$ cat config.mk
export PLATFORM = sky130hd
export DESIGN_NAME = capbuf_ctrl
export DESIGN_NICKNAME = d
export VERILOG_FILES = /design/src/rtl/capbuf_pkg.sv /design/src/rtl/capbuf_ram.sv /design/src/rtl/capbuf_ttab.sv /design/src/rtl/capbuf_seq.sv /design/src/rtl/capbuf_ctrl.sv
export SDC_FILE = /design/constraint.sdc
export NUM_CORES = 1
export LEC_CHECK = 0
export ABC_CLOCK_PERIOD_IN_PS = 3650
export BUFFER_PORTS_ARGS = -buffer_cell sky130_fd_sc_hd__clkbuf_2
export CORE_MARGIN = 1
export CORE_UTILIZATION = 30
export DETAILED_ROUTE_END_ITERATION = 8
export SLEW_MARGIN = 20
export SYNTH_ARGS = -nofsm -noshare
export SYNTH_HDL_FRONTEND = slang
export SYNTH_SLANG_ARGS = --single-unit
export TNS_END_PERCENT = 5
$ cat constraint.sdc
create_clock -name clk -period 3.65 [get_ports clk]
set_input_delay 0.5475 -clock clk [delete_from_list [all_inputs] [get_ports clk]]
set_output_delay 0.5475 -clock clk [all_outputs]
set_load 0.005 [all_outputs]
$ cat src/rtl/capbuf_pkg.sv
package capbuf_pkg;
  typedef enum logic [1:0] {
    CAP_IDLE = 2'd0,
    CAP_PRE  = 2'd1,
    CAP_POST = 2'd2
  } cap_state_e;
endpackage

$ cat src/rtl/capbuf_ram.sv
module capbuf_ram #(
  parameter int DW = 8,
  parameter int AW = 6
) (
  input  logic          clk,
  input  logic          we,
  input  logic [AW-1:0] waddr,
  input  logic [DW-1:0] wdata,
  input  logic [AW-1:0] raddr,
  output logic [DW-1:0] rdata
);
  localparam int DEPTH = 1 << AW;

  logic [DW-1:0] mem [DEPTH];
  logic [DW-1:0] rdata_q;

  always_ff @(posedge clk) begin
    if (we) begin
      mem[waddr] <= wdata;
    end
    rdata_q <= mem[raddr];
  end

  assign rdata = rdata_q;
endmodule

$ cat src/rtl/capbuf_ttab.sv
module capbuf_ttab #(
  parameter int AW = 6,
  parameter int TW = 3
) (
  input  logic          clk,
  input  logic          rst_n,
  input  logic          we,
  input  logic [TW-1:0] widx,
  input  logic [AW-1:0] wdata,
  input  logic [TW-1:0] ridx,
  output logic [AW-1:0] rdata
);
  localparam int NWIN = 1 << TW;

  logic [AW-1:0] tab_q [NWIN];

  for (genvar g = 0; g < NWIN; g++) begin : g_ent
    logic hit;
    assign hit = we && (widx == TW'(g));
    always_ff @(posedge clk or negedge rst_n) begin
      if (!rst_n) begin
        tab_q[g] <= '0;
      end else if (hit) begin
        tab_q[g] <= wdata;
      end
    end
  end

  assign rdata = tab_q[ridx];
endmodule

$ cat src/rtl/capbuf_seq.sv
module capbuf_seq
  import capbuf_pkg::*;
#(
  parameter int AW  = 6,
  parameter int WLW = 2
) (
  input  logic                        clk,
  input  logic                        rst_n,
  input  logic                        cfg_nmode,
  input  logic [WLW-1:0]              cfg_wl,
  input  logic [AW-1:0]               cfg_pos,
  input  logic [AW-1:0]               cfg_n,
  input  logic                        cfg_qen,
  input  logic                        arm,
  input  logic                        force_trig,
  input  logic                        stop,
  input  logic                        trig_in,
  input  logic                        qual_in,
  output logic                        busy,
  output logic                        done,
  output logic                        wr_en,
  output logic [AW-1:0]               wr_addr,
  output logic                        tab_we,
  output logic [(1<<WLW)-2:0]         tab_idx
);
  localparam int TW    = (1 << WLW) - 1;
  localparam int NWIN  = 1 << TW;
  localparam int DEPTH = 1 << AW;
  localparam logic [AW-1:0]   ONES    = '1;
  localparam logic [AW+1:0]   DEPTH_W = (AW+2)'(DEPTH);
  localparam logic [TW-1:0]   TAB_END = TW'(NWIN - 1);

  cap_state_e     state_q, state_d;
  logic           nmode_q, nmode_d;
  logic [WLW-1:0] wl_q, wl_d;
  logic [AW-1:0]  pos_q, pos_d;
  logic [AW-1:0]  n_q, n_d;
  logic           qen_q, qen_d;
  logic           frc_q, frc_d;
  logic [AW:0]    base_q, base_d;
  logic [AW-1:0]  ptr_q, ptr_d;
  logic [AW-1:0]  prec_q, prec_d;
  logic [AW-1:0]  rem_q, rem_d;
  logic [TW-1:0]  win_q, win_d;
  logic           done_q, done_d;

  logic [AW-1:0]  wd_mask;
  logic [AW:0]    wsize;
  logic [AW-1:0]  post_len;
  logic [AW-1:0]  pos_eff;
  logic [AW-1:0]  ptr_inc;
  logic [AW+1:0]  nb;
  logic [AW+1:0]  nb_end;
  logic [TW-1:0]  win_last;
  logic           last_win;
  logic           qual_eff;
  logic           trig_eff;
  logic           win_end;

  // window geometry derived from the latched configuration
  always_comb begin
    wd_mask  = ONES >> wl_q;
    wsize    = nmode_q ? {1'b0, n_q} : ({1'b0, wd_mask} + 1'b1);
    post_len = nmode_q ? (n_q - 1'b1) : (wd_mask - pos_q);
    pos_eff  = nmode_q ? '0 : pos_q;
    ptr_inc  = nmode_q ? (ptr_q + 1'b1) : ((ptr_q + 1'b1) & wd_mask);
    nb       = {1'b0, base_q} + {1'b0, wsize};
    nb_end   = nb + {1'b0, wsize};
    win_last = ~({TW{1'b1}} << wl_q);
    if (nmode_q) begin
      last_win = (win_q == TAB_END) || (nb_end > DEPTH_W);
    end else begin
      last_win = (win_q == win_last);
    end
    qual_eff = frc_q | ~qen_q | qual_in;
    trig_eff = frc_q | trig_in;
  end

  // next-state logic
  always_comb begin
    state_d = state_q;
    nmode_d = nmode_q;
    wl_d    = wl_q;
    pos_d   = pos_q;
    n_d     = n_q;
    qen_d   = qen_q;
    frc_d   = frc_q;
    base_d  = base_q;
    ptr_d   = ptr_q;
    prec_d  = prec_q;
    rem_d   = rem_q;
    win_d   = win_q;
    done_d  = done_q;
    wr_en   = 1'b0;
    tab_we  = 1'b0;
    win_end = 1'b0;

    if (stop) begin
      state_d = CAP_IDLE;
    end else if (arm || force_trig) begin
      nmode_d = force_trig ? 1'b0 : cfg_nmode;
      wl_d    = force_trig ? '0   : cfg_wl;
      pos_d   = force_trig ? '0   : cfg_pos;
      n_d     = cfg_n;
      qen_d   = force_trig ? 1'b0 : cfg_qen;
      frc_d   = force_trig;
      base_d  = '0;
      ptr_d   = '0;
      prec_d  = '0;
      rem_d   = '0;
      win_d   = '0;
      done_d  = 1'b0;
      state_d = CAP_PRE;
    end else begin
      unique case (state_q)
        CAP_PRE: begin
          if (trig_eff && (prec_q >= pos_eff)) begin
            wr_en  = 1'b1;
            tab_we = 1'b1;
            if (post_len == '0) begin
              win_end = 1'b1;
            end else begin
              state_d = CAP_POST;
              rem_d   = post_len;
              ptr_d   = ptr_inc;
            end
          end else if (!nmode_q && qual_eff) begin
            wr_en = 1'b1;
            ptr_d = ptr_inc;
            if (prec_q < pos_q) begin
              prec_d = prec_q + 1'b1;
            end
          end
        end
        CAP_POST: begin
          if (qual_eff) begin
            wr_en = 1'b1;
            ptr_d = ptr_inc;
            rem_d = rem_q - 1'b1;
            if (rem_q == AW'(1)) begin
              win_end = 1'b1;
            end
          end
        end
        default: ;
      endcase

      if (win_end) begin
        if (last_win) begin
          state_d = CAP_IDLE;
          done_d  = 1'b1;
        end else begin
          state_d = CAP_PRE;
          base_d  = nb[AW:0];
          ptr_d   = '0;
          prec_d  = '0;
          win_d   = win_q + 1'b1;
        end
      end
    end
  end

  // state registers
  always_ff @(posedge clk or negedge rst_n) begin
    if (!rst_n) begin
      state_q <= CAP_IDLE;
      nmode_q <= 1'b0;
      wl_q    <= '0;
      pos_q   <= '0;
      n_q     <= '0;
      qen_q   <= 1'b0;
      frc_q   <= 1'b0;
      base_q  <= '0;
      ptr_q   <= '0;
      prec_q  <= '0;
      rem_q   <= '0;
      win_q   <= '0;
      done_q  <= 1'b0;
    end else begin
      state_q <= state_d;
      nmode_q <= nmode_d;
      wl_q    <= wl_d;
      pos_q   <= pos_d;
      n_q     <= n_d;
      qen_q   <= qen_d;
      frc_q   <= frc_d;
      base_q  <= base_d;
      ptr_q   <= ptr_d;
      prec_q  <= prec_d;
      rem_q   <= rem_d;
      win_q   <= win_d;
      done_q  <= done_d;
    end
  end

  assign busy    = (state_q != CAP_IDLE);
  assign done    = done_q;
  assign wr_addr = base_q[AW-1:0] + ptr_q;
  assign tab_idx = win_q;
endmodule

$ cat src/rtl/capbuf_ctrl.sv
module capbuf_ctrl #(
  parameter int DW  = 8,
  parameter int AW  = 6,
  parameter int WLW = 2
) (
  input  logic                  clk,
  input  logic                  rst_n,
  input  logic                  cfg_nsamp_mode,
  input  logic [WLW-1:0]        cfg_win_log,
  input  logic [AW-1:0]         cfg_trig_pos,
  input  logic [AW-1:0]         cfg_nsamp,
  input  logic                  cfg_qual_en,
  input  logic                  arm,
  input  logic                  force_trig,
  input  logic                  stop,
  input  logic                  trig_in,
  input  logic                  qual_in,
  input  logic [DW-1:0]         din,
  output logic                  busy,
  output logic                  done,
  input  logic [AW-1:0]         rd_addr,
  output logic [DW-1:0]         rd_data,
  input  logic [(1<<WLW)-2:0]   tab_sel,
  output logic [AW-1:0]         tab_addr
);
  localparam int TW = (1 << WLW) - 1;

  logic          rst_s0_q, rst_s1_q;
  logic          rst_int_n;
  logic          wr_en;
  logic [AW-1:0] wr_addr;
  logic          tab_we;
  logic [TW-1:0] tab_idx;

  // asynchronous assertion, synchronous release
  always_ff @(posedge clk or negedge rst_n) begin
    if (!rst_n) begin
      rst_s0_q <= 1'b0;
      rst_s1_q <= 1'b0;
    end else begin
      rst_s0_q <= 1'b1;
      rst_s1_q <= rst_s0_q;
    end
  end
  assign rst_int_n = rst_s1_q;

  capbuf_seq #(.AW(AW), .WLW(WLW)) u_seq (
    .clk        (clk),
    .rst_n      (rst_int_n),
    .cfg_nmode  (cfg_nsamp_mode),
    .cfg_wl     (cfg_win_log),
    .cfg_pos    (cfg_trig_pos),
    .cfg_n      (cfg_nsamp),
    .cfg_qen    (cfg_qual_en),
    .arm        (arm),
    .force_trig (force_trig),
    .stop       (stop),
    .trig_in    (trig_in),
    .qual_in    (qual_in),
    .busy       (busy),
    .done       (done),
    .wr_en      (wr_en),
    .wr_addr    (wr_addr),
    .tab_we     (tab_we),
    .tab_idx    (tab_idx)
  );

  capbuf_ram #(.DW(DW), .AW(AW)) u_ram (
    .clk   (clk),
    .we    (wr_en),
    .waddr (wr_addr),
    .wdata (din),
    .raddr (rd_addr),
    .rdata (rd_data)
  );

  capbuf_ttab #(.AW(AW), .TW(TW)) u_ttab (
    .clk   (clk),
    .rst_n (rst_int_n),
    .we    (tab_we),
    .widx  (tab_idx),
    .wdata (wr_addr),
    .ridx  (tab_sel),
    .rdata (tab_addr)
  );
endmodule

# Word-level counts from Yosys, hierarchy flattened
# Memories as Yosys holds them, arrays and structs flattened. A register that Yosys moved wholly into a read port is not among the register bits.
# Index checks and enable logic that the tools add are counted.
[op_classes]
reduce_logical = 26
n_addsub = 10
n_eq_ne = 16
shift = 2
magnitude_cmp = 4
n_mux = 67
bitwise = 8
[ops]
columns = ["operator", "n"]
rows = [
  ["$mux 6", 24],
  ["$mux 7", 4],
  ["$mux 1", 24],
  ["$pmux 6 s2", 2],
  ["$bmux 6 s3", 1],
  ["$mux 2", 7],
  ["$add 6x1->6 const B", 2],
  ["$eq 3x3->1 const B", 4],
  ["$sub 6x1->6 const B", 2],
  ["$logic_and 1x1->1", 10],
  ["$mux 3", 3],
  ["$reduce_and 3->1", 3],
  ["$add 7x7->8", 1],
  ["$add 8x7->8", 1],
  ["$gt 8x7->1 const B", 1],
  ["$reduce_bool 4->1", 2],
  ["$add 6x1->7 const B", 1],
  ["$add 6x6->6", 1],
  ["$and 6x6->6", 1],
  ["$eq 3x2->1 const B", 2],
  ["$eq 6x1->1 const B", 1],
  ["$ge 6x6->1", 1],
  ["$logic_not 6->1", 1],
  ["$lt 6x6->1", 1],
  ["25 further kinds", 33],
]
[totals]
wordCells = 157
mem_count = 1
ram_bits = 512
input_bits = 40
out_inout_bits = 16
reg_bits = 98
[memory_table]
columns = ["memory", "depth", "width", "read_ports", "rd_clocked_by_memory_dff", "wr", "line_no", "rtl"]
rows = [
  ["u_ram.mem", 64, 8, 1, 1, 1, "capbuf_ram.sv:14", "logic [DW-1:0] mem [DEPTH];"],
]

# Logic depth before layout (Yosys ltp)
[logic_depth]
depth_word = 12
depth_mapped = 22
mapped_depth_nobuf = 18

# Modules after synthesis
# A second synthesis with hierarchy kept.
[unflattened]
hier_cells = 1593
hier_area_um2 = 26805.7
[by_module_without_submodules]
columns = ["module", "n_inst", "seq_area_each_um2", "area_per_inst_um2", "cells_each"]
rows = [
  ["capbuf_ram", 1, 15534.9, 20166.8, 940],
  ["capbuf_seq", 1, 1201.2, 4320.4, 518],
  ["capbuf_ttab", 1, 1201.2, 2264.7, 132],
  ["capbuf_ctrl", 1, 50.0, 53.8, 3],
]

# Least setup slack after synthesis
# OpenSTA, ideal clock, no wires.
[synth_path]
kind = "register to register"
from = "reg u_seq.nmode_q"
to = "reg u_seq.win_q[1], in the netlist u_seq.tab_idx[1]"
path_slack_ns = -1.353
period_less_slack_ns = 5.003
setup_ns = 0.121
t_arrival_ns = 4.882
path_stages_with_launch = 22
required_time_ns = 3.529
n_path_buf = 5
cell_sequence = "dfrtp_1 buf_2 buf_1 buf_1 nand2_1 xnor2_1 ha_1 a31o_4 maj3_1 a21oi_1 xnor2_1 ha_1 clkbuf_1 a21o_1 nor2_1 a221oi_1 and3_1 or4b_4 a221oi_4 o21ai_2 buf_6 a22o_1"
[synth_between]
elab_chain_len = 9
word_cells_on_any_way = 19
classes_between = "2 x add/sub; 2 x order compare; 1 x eq/ne; 9 x mux; 5 x reduce/logical"
[synth_lines]
columns = ["element", "line_no", "rtl"]
rows = [
  ["start: declaration", "capbuf_seq.sv:34", "logic nmode_q, nmode_d;"],
  ["start signal: assignment", "capbuf_seq.sv:181", "nmode_q <= nmode_d;"],
  ["parallel branches: the longest is 8 deep, another holds $add 7x7->8", "-", ""],
  ["$reduce_and 3->1 (no line) (*)", "-", ""],
  ["end signal: assignment", "capbuf_seq.sv:191", "win_q <= win_d;"],
  ["end: declaration", "capbuf_seq.sv:44", "logic [TW-1:0] win_q, win_d;"],
]
# Every way passes the cells marked *. The select of a mux whose other input is x is not followed.
# A chain may end at the register's enable or synchronous reset.

# Worst setup path after layout
[layout_path]
from = "reg u_seq.nmode_q"
to = "reg u_seq.win_q[0], in the netlist u_seq.tab_idx[0]"
# Same word-level chain as after synthesis.

==> flow_metrics.tcl <==
set metrics [dict create \
    whs_path_depth 2 \
    routed_wl_um 63400 \
    drv_slew 0 \
    drtIter0Drc 1009 \
    cp_cell_sequence "and2_4, ha_4, ha_4, a31o_4, maj3_2, a21oi_4, o21bai_1, a21oi_1, xnor2_1, ha_1, nand4_1, a211o_1, a2111oi_4, a31oi_2, a221oi_4, buf_6, o21ai_4, mux2_4" \
    seq_area_frac_synth_pct 68.5 \
    cts_buffers 66 \
    htreeDepth 3 \
    slowest_stage "dfrtp_1" \
    grt_max_degree 74 \
    antenna_found_initial 1 \
    internal-power_w 0.0121 \
    clkTransAtPathRegs_ns 0.06 \
    dieArea_um2 88700 \
    ys_warn_count 0 \
    rsz0062_at_grt "yes" \
    wl_per_cell_um 21.4 \
    period_share_pct 114 \
    globalplace.congestion 0.818 \
    syn_inst 1501 \
    worstReg2RegStart "u_seq.nmode_q" \
    via_per_inst 4.97 \
    core_area_um2 86800 \
    p_sw_w 0.00356 \
    path_buf_inv 1 \
    cp-endpoint "u_seq.tab_idx[0]" \
    rr_endpoint "u_seq.tab_idx[0]" \
    hp-class "input port to register" \
    cp-startpoint "u_seq.nmode_q" \
    grt_pass1_wl_um 96200 \
    path_depth 18 \
    synth_cell_type_count 76 \
    irDropWorstVdd_uv 391 \
    syn_avg_cell_area_um2 17.5 \
    drc 0 \
    clkPwrFrac_pct 42.2 \
    cts_buffer_depth 3 \
    finalPower_w 0.0157 \
    critPathArrivalTime_ns 4.67 \
    path_delay_family "compound AO/OA/AOI/OAI gates" \
    slew_headroom_pct 24.6 \
    layout_common_cells "512 x edfxtp_1, 181 x buf_4, 180 x mux4_2" \
    syn_nets 1586 \
    synthesis.area_um2 26300 \
    required_ns 4.15 \
    powerDensity_nw_per_um2 494 \
    combPwrFrac_pct 8.4 \
    area_delta_synth_final_pct 20.8 \
    setup_viol 24 \
    p_sw_share_pct 22.7 \
    ys_seq_elements 618 \
    die_y_um 298 \
    cts_sinks 618 \
    final_common_cell "edfxtp_1" \
    regToRegSetupSlack_ns -0.52 \
    overflow 0 \
    initial_core_util_pct 30.3 \
    clk_latency_ns 0.61 \
    status "finished with violations" \
    maxCapViolations 0 \
    start_kind "register" \
    tightest_slew_ns 1.13 \
    endpoint_kind "register" \
    dpl_cell_area_um2 29200 \
    clock_skew_ns 0.0318 \
    path_max_fanout 8 \
    grt_usage_pct 14.3 \
    num_rows 108 \
    rr_worst_depth 18 \
    ant_nets 0 \
    seqPwrFrac_pct 49.5 \
    root_buffer "clkbuf_16" \
    ios 56 \
    synth_edf_count 512 \
    worst_slack_ns -0.519 \
    numPortBuffers 55 \
    drive_gt1_share_pct 33.1 \
    async_flop_share_pct 15.9 \
    failed_checks "negative setup slack" \
    cts_tree "done" \
    fin_area_um2 31700 \
    final-hold-violation-count 0 \
    finalCriticalPeriod_ns 4.17 \
    dp_hpwl_um 41800 \
    worst_path_most_repeated_cell "ha_4" \
    dr.pass1.iters 5 \
    max_freq_mhz 240 \
    crit_type "register to register" \
    finalSetupTns_ns -9.98 \
    p_leak_nw 11.1 \
    grt_pass1_vias 15200 \
    die_x_um 298 \
    ys.flop_type "edfxtp_1" \
    slowest_delay_ns 0.39 \
    num_vias 14700 \
    nets 1835 \
]
[cell usage after synthesis (all sizes together), types with 7 or more instances]
library cell  count  area (um2)
edfxtp          512       15400
mux4            180        4050
nand2           104         390
nor2             99         379
dfrtp            98        2450
o21ai            69         349
clkbuf           47         176
ha               44         551
inv              34         128
mux2             33         372
buf              28         130
a21oi            27         135
nand3            24         120
nand2b           22         138
xnor2            20         175
nor3             12        60.1
a31oi            11        68.8
and2             10        62.6
a21o              9        67.6
dfxtp             8         160
o21a              8        60.1
a22o              7        61.3
[stage by stage]
step	worst slack (ns)	std cells	util [%]	hold slack, ns
2_1_floorplan	-0.730	1501	-	0.252
3_3_place_gp	-0.682	2820	33.7	0.333
3_5_place_dp	-0.749	2820	33.7	0.335
4_1_cts	-0.488	2948	36.4	0.134
5_1_grt	-0.662	2955	36.6	0.157
6_report	-0.519	2956	36.6	0.166
[routing by layer]
layer	up-vias	wire [um]	track usage (%)
li1	6492	-	-
met1	7657	27100	19.4
met2	450	31000	23.5
met3	101	3680	2.65
met4	0	1540	4.07
met5	-	0	0
[how the worst min path moves through the flow]
stage | endpoint | startpoint | slack (ns)
final | u_seq.n_q[3] | cfg_nsamp[3] | 0.17
after global routing | u_seq.n_q[3] | cfg_nsamp[3] | 0.16
after CTS | u_seq.n_q[3] | cfg_nsamp[3] | 0.13
after detailed placement | rst_int_n | rst_s0_q | 0.33
after global placement | rst_s0_q | rst_n | 0.33
after floorplan | rst_int_n | rst_n | 0.25
[sequential cells by signal, indices dropped and copies added (netlist names), 3 cells and up]
name / cells
u_seq.pos_q: 6
u_ttab.tab_q: 48
u_seq.tab_idx: 3
u_seq.base_q: 7
u_seq.prec_q: 6
u_seq.n_q: 6
u_ram.rdata: 8
u_seq.rem_q: 6
u_ram.mem: 512
u_seq.ptr_q: 6
[power groups by stage]
stage | Combinational (W) | Sequential (W) | Clock (W)
CTS | 0.00128 | 0.00776 | 0.00676
floorplan | 0.000731 | 0.00789 | 0
global route | 0.00142 | 0.00775 | 0.00703
detailed placement | 0.00124 | 0.00791 | 0
finish | 0.00131 | 0.00775 | 0.00661
global placement | 0.00121 | 0.00790 | 0
[kinds of logic (layout without fill, tap and decap cells)]
logic type / count (synthesis) / in the layout / synth area share (%)
AOI/OAI and AO/OA: 184 / 185 / 4.64
xor gates and xnor gates: 26 / 26 / 0.867
adders and majority gates: 46 / 46 / 2.21
buffers and inverters: 110 / 408 / 1.67
DFF: 618 / 618 / 68.5
muxes: 215 / 215 / 16.9
other: 1 / 2 / 0.0143
and+or+nand+nor: 301 / 301 / 5.19
[final cells by class]
| cell class | instances | area (um2) |
|---|---|---|
| Tap cell | 1155 | 1450 |
| Clock inverter | 31 | 334 |
| Antenna cell | 1 | 2.50 |
| Clock buffer | 87 | 1810 |
| Timing Repair Buffer | 255 | 1970 |
| Inverter | 35 | 131 |
| Multi-Input combinational cell | 774 | 8040 |
| Sequential cell | 618 | 18000 |
| Fill cell | 8080 | 55000 |
[worst register-to-register path, cell delays in order, from the launching register on]
cell and delay (ns):
dfrtp_1 0.39, and2_4 0.16, ha_4 0.17, ha_4 0.16
a31o_4 0.21, maj3_2 0.32, a21oi_4 0.17, o21bai_1 0.09
a21oi_1 0.17, xnor2_1 0.11, ha_1 0.34, nand4_1 0.13
a211o_1 0.36, a2111oi_4 0.33, a31oi_2 0.11, a221oi_4 0.29
buf_6 0.17, o21ai_4 0.10, mux2_4 0.30
[what timing repair did]
item,4_1_cts,5_1_grt
hold endpoints to repair,2,0
buffers inserted,8,6
endpoints found under the setup margin,45,340
cloned,1,0
pin swaps,26,15
hold buffers,1,0
gates resized for setup,23,19
Power figures use the tool's default switching activity.
